===== src/rtl/uart_irq_pkg.sv =====
package uart_irq_pkg;
  localparam int NUM_SRC = 4;
  localparam int REG_W   = 8;

  localparam int SRC_RX    = 0;
  localparam int SRC_THRE  = 1;
  localparam int SRC_LINE  = 2;
  localparam int SRC_MODEM = 3;

  typedef struct packed {
    logic modem;
    logic line;
    logic thre;
    logic rx;
  } irq_src_t;
endpackage


===== src/rtl/irq_rst_sync.sv =====
module irq_rst_sync (
  input  logic clk,
  input  logic rst_n,
  output logic rst_n_sync
);
  logic [1:0] sync_q;
  logic [1:0] sync_nxt;

  always_comb begin
    sync_nxt = {sync_q[0], 1'b1};
  end

  always_ff @(posedge clk or negedge rst_n) begin
    if (!rst_n) begin
      sync_q <= 2'b00;
    end else begin
      sync_q <= sync_nxt;
    end
  end

  assign rst_n_sync = sync_q[1];
endmodule


===== src/rtl/irq_mask_reg.sv =====
module irq_mask_reg
  import uart_irq_pkg::*;
(
  input  logic             clk,
  input  logic             rst_n,
  input  logic             wr_en,
  input  logic [REG_W-1:0] wr_data,
  output irq_src_t         mask,
  output logic [REG_W-1:0] rd_data
);
  localparam int PAD_W = REG_W - NUM_SRC;

  irq_src_t mask_q;
  irq_src_t mask_nxt;
  logic     unused_hi;

  assign unused_hi = ^wr_data[REG_W-1:NUM_SRC];

  always_comb begin
    mask_nxt = mask_q;
    if (wr_en) begin
      mask_nxt = irq_src_t'(wr_data[NUM_SRC-1:0]);
    end
  end

  always_ff @(posedge clk or negedge rst_n) begin
    if (!rst_n) begin
      mask_q <= '0;
    end else if (wr_en) begin
      mask_q <= mask_nxt;
    end
  end

  assign mask    = mask_q;
  assign rd_data = {{PAD_W{1'b0}}, mask_q};

  AST_WRITE_TAKES: assert property (@(posedge clk) disable iff (!rst_n)
    $past(wr_en) |-> rd_data[NUM_SRC-1:0] == $past(wr_data[NUM_SRC-1:0]));

  AST_MASK_HOLDS: assert property (@(posedge clk) disable iff (!rst_n)
    !$past(wr_en) |-> $stable(rd_data));
endmodule


===== src/rtl/irq_rx_level.sv =====
module irq_rx_level #(
  parameter int CNT_W = 5
) (
  input  logic             fifo_mode,
  input  logic             data_ready,
  input  logic [CNT_W-1:0] count,
  input  logic [CNT_W-1:0] trigger,
  output logic             rx_pend
);
  logic at_level;
  logic non_empty;

  always_comb begin
    non_empty = (count != '0);
    at_level  = non_empty && (count >= trigger);
    rx_pend   = fifo_mode ? at_level : data_ready;
  end
endmodule


===== src/rtl/irq_merge.sv =====
module irq_merge
  import uart_irq_pkg::*;
(
  input  irq_src_t mask,
  input  irq_src_t pend,
  output logic     irq
);
  logic [NUM_SRC-1:0] hit;
  logic [NUM_SRC-1:0] mask_v;
  logic [NUM_SRC-1:0] pend_v;

  assign mask_v = mask;
  assign pend_v = pend;

  for (genvar g = 0; g < NUM_SRC; g++) begin : g_src
    assign hit[g] = mask_v[g] & pend_v[g];
  end

  assign irq = |hit;
endmodule


===== src/rtl/uart_irq_ctrl.sv =====
module uart_irq_ctrl
  import uart_irq_pkg::*;
#(
  parameter  int FIFO_DEPTH = 16,
  localparam int CNT_W      = $clog2(FIFO_DEPTH + 1)
) (
  input  logic             clk,
  input  logic             rst_n,
  input  logic             reg_wr,
  input  logic [REG_W-1:0] reg_wdata,
  output logic [REG_W-1:0] reg_rdata,
  input  logic             fifo_mode,
  input  logic             rx_data_ready,
  input  logic [CNT_W-1:0] rx_count,
  input  logic [CNT_W-1:0] rx_trigger,
  input  logic             thr_empty,
  input  logic             line_err,
  input  logic             modem_chg,
  output logic             irq
);
  logic     rst_n_sync;
  irq_src_t mask;
  irq_src_t pend;
  logic     rx_pend;

  irq_rst_sync i_rst_sync (
    .clk        (clk),
    .rst_n      (rst_n),
    .rst_n_sync (rst_n_sync)
  );

  irq_mask_reg i_mask_reg (
    .clk     (clk),
    .rst_n   (rst_n_sync),
    .wr_en   (reg_wr),
    .wr_data (reg_wdata),
    .mask    (mask),
    .rd_data (reg_rdata)
  );

  irq_rx_level #(.CNT_W(CNT_W)) i_rx_level (
    .fifo_mode  (fifo_mode),
    .data_ready (rx_data_ready),
    .count      (rx_count),
    .trigger    (rx_trigger),
    .rx_pend    (rx_pend)
  );

  always_comb begin
    pend.rx    = rx_pend;
    pend.thre  = thr_empty;
    pend.line  = line_err;
    pend.modem = modem_chg;
  end

  irq_merge i_merge (
    .mask (mask),
    .pend (pend),
    .irq  (irq)
  );

  AST_MASKED_QUIET: assert property (@(posedge clk) disable iff (!rst_n_sync)
    (reg_rdata[NUM_SRC-1:0] == '0) |-> !irq);

  AST_THRE_RAISES: assert property (@(posedge clk) disable iff (!rst_n_sync)
    (reg_rdata[SRC_THRE] && thr_empty) |-> irq);

  AST_RX_BELOW_TRIG: assert property (@(posedge clk) disable iff (!rst_n_sync)
    (fifo_mode && (rx_count < rx_trigger) && reg_rdata[NUM_SRC-1:0] == 4'b0001) |-> !irq);

  AST_RX_DIRECT: assert property (@(posedge clk) disable iff (!rst_n_sync)
    (!fifo_mode && reg_rdata[NUM_SRC-1:0] == 4'b0001) |-> (irq == rx_data_ready));
endmodule


===== config.mk =====
export PLATFORM = sky130hd
export DESIGN_NAME = uart_irq_ctrl
export DESIGN_NICKNAME = d
export VERILOG_FILES = /design/src/rtl/uart_irq_pkg.sv /design/src/rtl/irq_rst_sync.sv /design/src/rtl/irq_mask_reg.sv /design/src/rtl/irq_rx_level.sv /design/src/rtl/irq_merge.sv /design/src/rtl/uart_irq_ctrl.sv
export SDC_FILE = /design/constraint.sdc
export NUM_CORES = 1
export LEC_CHECK = 0
export ABC_AREA = 0
export BUFFER_PORTS_ARGS = -buffer_cell sky130_fd_sc_hd__buf_2
export CORE_AREA = 2 2 39 41
export DETAILED_ROUTE_END_ITERATION = 7
export DIE_AREA = 0 0 41 43
export PLACE_DENSITY = 0.64
export SLEW_MARGIN = 20
export SYNTH_ARGS = -nofsm -noshare
export SYNTH_HDL_FRONTEND = slang
export SYNTH_SLANG_ARGS = --single-unit
export TNS_END_PERCENT = 30

===== constraint.sdc =====
create_clock -name clk -period 1.7 [get_ports clk]
set_input_delay 0.425 -clock clk [delete_from_list [all_inputs] [get_ports clk]]
set_output_delay 0.425 -clock clk [all_outputs]
set_load 0.005 [all_outputs]

=== After elaboration in Yosys (flattened, before gate mapping) ===
Cells that the tools add are included.

* Magnitude comparators: 1
* Reduce and logical (&&, ||, !) cells: 3
* Multiplexer cells: 1
* Bitwise operators: 4

{| class="wikitable"
|+ Operators by type and width
! kind !! count
|-
| greater-or-equal comparator 5 bit || 1
|-
| nonzero test 5 bit || 1
|-
| AND 1 bit || 4
|-
| OR reduction 4 bit || 1
|-
| logical AND 1 bit || 1
|-
| 2-to-1 mux 1 bit || 1
|}

* Output and inout port bits: 9
* Register bits: 6
* Bits of input ports: 26

=== Logic depth before layout (Yosys ltp) ===
* Word-level depth: 5
* Mapped depth: 6

=== Cells and area by module ===
Synthesis repeated with hierarchy kept, for this count alone.

* Cell total of the unflattened synthesis: 43
* Area, all modules: 419.2 um2

{| class="wikitable"
|+ By module, submodules not included
! module !! cells each !! times used !! area each (um2) !! sequential area each (um2)
|-
| irq_mask_reg || 17 || 1 || 209.0 || 100.1
|-
| irq_rx_level || 20 || 1 || 137.6 || 0.0
|-
| irq_rst_sync || 3 || 1 || 53.8 || 50.0
|-
| irq_merge || 3 || 1 || 18.8 || 0.0
|}

=== Least setup slack after synthesis ===
OpenSTA, ideal clock, no wires.

* Kind: input port to output port
* Start point: input rx_trigger[2]
* End point: output irq
* Arrival time: 1.140 ns
* Required time: 1.275 ns
* Stages on the path: 6
* Slack: 0.135 ns
* Buffers on the path: 0
* Cells stage by stage: inv_1 -> ha_1 -> a21oi_1 -> o21ai_1 -> a31oi_1 -> o21ai_1

* Cells in the longest elaborated chain, start to end: 5

{| class="wikitable"
|+ RTL lines
! item !! RTL line !! RTL
|-
| start: declaration || uart_irq_ctrl.sv:15 || <nowiki>input logic [CNT_W-1:0] rx_trigger,</nowiki>
|-
| greater-or-equal comparator 5 bit || irq_rx_level.sv:15 || <nowiki>at_level = non_empty && (count >= trigger);</nowiki>
|-
| logical AND 1 bit || irq_rx_level.sv:15 ||
|-
| 2-to-1 mux 1 bit || irq_rx_level.sv:16 || <nowiki>rx_pend = fifo_mode ? at_level : data_ready;</nowiki>
|-
| AND 1 bit || irq_merge.sv:16 || <nowiki>assign hit[g] = mask_v[g] & pend_v[g];</nowiki>
|-
| OR reduction 4 bit || irq_merge.sv:19 || <nowiki>assign irq = |hit;</nowiki>
|-
| end: declaration || uart_irq_ctrl.sv:19 || <nowiki>output logic irq</nowiki>
|}

Every way passes these cells.

=== Worst setup path after layout ===
* Start point: input rx_count[2]
* End point: output irq

* Cells in the longest elaborated chain, start to end: 5

{| class="wikitable"
|+ RTL lines
! item !! RTL line !! RTL
|-
| start: declaration || uart_irq_ctrl.sv:14 || <nowiki>input logic [CNT_W-1:0] rx_count,</nowiki>
|-
| greater-or-equal comparator 5 bit / nonzero test 5 bit (equally long branches) || irq_rx_level.sv:15, irq_rx_level.sv:14 ||
|-
| logical AND 1 bit * || irq_rx_level.sv:15 ||
|-
| 2-to-1 mux 1 bit * || irq_rx_level.sv:16 ||
|-
| AND 1 bit * || irq_merge.sv:16 ||
|-
| OR reduction 4 bit * || irq_merge.sv:19 ||
|}

Mark *: on every way between the ends. The rest lies on a longest branch, timed or not.

==> impl.org <==
** Floorplan
- In this run the vertical extent of the chip is 43 um.
- Initial cell density of the core :: 0.2830
- Width of the die :: 41 um
- IO Pins :: 35
- The die covers between 0.0015 and 0.002 mm2.
- Core area :: 0.001384 mm2
- The floorplan has 14 rows.

** Timing
- Clock period minus final worst setup slack :: about 1.7 ns
- Setup skew after layout :: between 0.0007 and 0.0008 ns
- Once routing completed, OpenROAD measured the worst setup slack at -0.04180 ns.
- Setup violations remaining at the end of the flow were counted as 1.
- Setup repair after global routing could not meet its margin everywhere.
- Total negative slack for setup checks :: -0.04180 ns
- In the finished design, the share of the clock period the worst path needs comes to 1.025.
- Final hold analysis gives a worst-case slack of 0.05451 ns.
- The final-report hold violation count is 0.
- For this run, the top clock speed supported by timing is 574.1 MHz.
- Max-slew violation count :: 0

** Worst setup path
- Arrival time of the worst setup path :: around 1.3 ns
- The worst setup path is of the input pin to primary output kind.
- The worst setup path is captured at a primary output.
- Critical path fanouts, max :: 2
- Required time of the critical path :: 1.27 ns
- Critical Path Source Type :: input pin

** Outcome
- The run finished, with violations left.
- Violated checks :: negative setup slack

** Global routing
- Entering global routing, the biggest net connects 5 pins.
- Via count of the first global-routing pass :: 355
- Initial antenna violation count :: 0
- Remaining Overflow, GRT :: 0
- The first global-routing pass estimated roughly 1.3 mm of wire.
- Global routing usage summed across all routing layers :: 0.1156

** Finish
- Relative to the synthesized area, the layout overhead comes to 71.88%.
- Summing all multi-input logic gate instances after layout gives 257.7 um2.
- The number of antenna diodes in the final layout is 0.
- The final layout contains 105 nets.
- Across the whole layout, storage elements account for 150.1 um2.
- Counting the fill cells in the layout gives around 130.
- For this run, the number of standard cells in the final layout without fillers is 88.
- Layout cells sized above 1 :: 0.6111

** Synth
- Synth Cell Area :: 391.6 um2
- The netlist uses 18 different library cells.
- Fraction of the yosys area taken by sequential cells :: 0.3834
- Synth Instances :: 39
- In this run, synthesis produced a sequential element count of 6.
- A synthesized cell averages approximately 10 um2.
- For this run, the number of Yosys warnings is 0.

** Run
- Max-Cap Viols :: 0

** Worst hold path
- The tightest min-delay check is of the register to asynchronous set/reset pin type.

** Placement
- Once detailed placement completed, the half-perimeter wirelength came to 673.8 um.
- Weighted congestion reported at the end of routability-driven placement :: 0.6165
- In this run the tool buffered the top-level ports with 26 buffer cells.
- DP Cell Count :: 83
- Post-Place Setup Slack :: -0.1335 ns

** Routing
- For this block, the initial DRC count from the detailed router was 10.
- After detailed routing, the number of remaining DRC violations is 0.
- After detailed routing, the number of vias per cell comes to 4.409.
- Number of routed nets with antenna violations :: 0
- Avg WL per Cell :: around 10 um
- For this run, the detailed router's first-pass iteration total came to 4.
- Routed WL :: 915 um
- Via Count :: just under 400

** Clock tree
- Number of sinks handled by clock tree synthesis :: 6
- TritonCTS clock tree :: built
- The clock passes through at most 2 buffers.
- CTS built an H-tree with a depth of 1.
- Clock-pin slew was measured on the worst setup and hold paths at 0.04 ns.
- Number of buffers added by the clock tree synthesis step :: 3
- Clock root buffer master :: sky130_fd_sc_hd__clkbuf_4
- Clock Latency Late Sink :: roughly 0.23 ns

** Power
- The analysis attributes to cell leakage a power of 0.3417 nW.
- Dividing total power by cell area gives a power density of roughly 600 mW/mm2.
- Power after layout :: about 0.00041 W
- Across the VDD grid, the largest voltage drop is approximately 0.4 mV.
[power by group]
group	total [W]	switching, W	internal [W]
Combinational	0.000118	0.0000454	0.0000729
Sequential	0.000165	0.00000917	0.000155
Clock	0.000124	0.0000446	0.0000794
Total	0.000407	0.0000991	0.000308
[layout by cell type, fill, tap and decap left out, types with 2 or more instances in the layout]
master / count
sky130_fd_sc_hd__buf_2: 21
sky130_fd_sc_hd__inv_2: 2
sky130_fd_sc_hd__buf_6: 5
sky130_fd_sc_hd__dfrtp_1: 6
sky130_fd_sc_hd__mux2_2: 3
sky130_fd_sc_hd__buf_4: 4
sky130_fd_sc_hd__clkbuf_4: 3
sky130_fd_sc_hd__conb_1: 5
sky130_fd_sc_hd__nand2_1: 2
sky130_fd_sc_hd__o21ai_1: 2
sky130_fd_sc_hd__inv_1: 2
sky130_fd_sc_hd__ha_4: 4
[area by class of cell]
type                       count  area share
multi-input combinational     27      0.3829
timing repair buffer          31      0.2993
sequential                     6      0.2230
clock buffer                   3     0.03346
inverter                       5     0.03160
tap                           16     0.02974
[registers in the layout (all words and copies together) (netlist names)]
name	count
i_mask_reg.mask	4
i_rst_sync.sync_q	2
[cells by family (layout without fill, tap and decap cells)]
family,Yosys count,in the layout,share of synthesized area
AO/OA/AOI/OAI,6,6,0.09905
adder cells (fa/ha/maj),5,5,0.1597
buffers and inverters,9,39,0.1246
flip-flops,6,6,0.3834
multiplexers,4,4,0.1150
other,2,5,0.01918
AND/OR/NAND/NOR,7,7,0.09907
[synth_stat cells, drive strengths merged]
master / number / share of area
a21o: 1 / 0.019
a21oi: 1 / 0.013
a222oi: 1 / 0.026
a31oi: 1 / 0.016
and2: 1 / 0.016
buf: 4 / 0.077
conb: 2 / 0.019
dfrtp: 6 / 0.38
ha: 5 / 0.16
inv: 5 / 0.048
mux2: 4 / 0.12
nand2: 2 / 0.019
nand3: 1 / 0.013
nand3b: 1 / 0.019
nor2b: 1 / 0.016
nor4: 1 / 0.016
o21ai: 2 / 0.026
[layer usage]
layer,routed length (um),part of all wire,global-route usage,up-vias
met5,0,0,0,-
li1,-,-,-,194
met4,0,0,0.04000,0
met1,320,0.35,0.1030,172
met2,506,0.55,0.2125,22
met3,88,0.096,0.04712,0
[critical path, stage by stage]
cell                      delay [ns]
sky130_fd_sc_hd__buf_6          0.10
sky130_fd_sc_hd__ha_4           0.26
sky130_fd_sc_hd__nand2_1        0.05
sky130_fd_sc_hd__o21ai_1        0.15
sky130_fd_sc_hd__a31oi_1        0.09
sky130_fd_sc_hd__o21ai_1        0.12
sky130_fd_sc_hd__buf_2          0.12
[per-stage QoR]
| step | instance area (um2) | util |
|---|---|---|
| after floorplan | 402.9 | - |
| after global placement | 545.5 | 0.3942 |
| after detailed placement | 545.5 | 0.3942 |
| after CTS | 673.1 | 0.4864 |
| after global routing | 673.1 | 0.4864 |
| final | 673.1 | 0.4864 |
[path summary, 6_finish.rpt]
kind / start / endpoint / slack (ns) / cells after the start
worst max register to register: i_mask_reg.mask[1] / i_mask_reg.mask[1] / 0.93 / 1
max in group asynchronous: rst_n / i_rst_sync.sync_q[1] / 1.10 / 2
worst min-delay path: i_rst_sync.sync_q[1] / i_mask_reg.mask[2] / 0.05 / 0
worst max-delay path: rx_count[2] / irq / -0.04 / 7
min in group clk: i_rst_sync.sync_q[0] / i_rst_sync.sync_q[1] / 0.35 / 0
worst min register to register: i_rst_sync.sync_q[1] / i_mask_reg.mask[2] / 0.05 / 0
[timing repair]
action,4_1_cts,5_1_grt
hold buffers,1,0
setup buffers,1,0
pin swaps,9,1
setup endpoints to repair,1,1
hold endpoints to repair,2,0
gates resized for setup,15,0
Power figures use the tool's default switching activity.
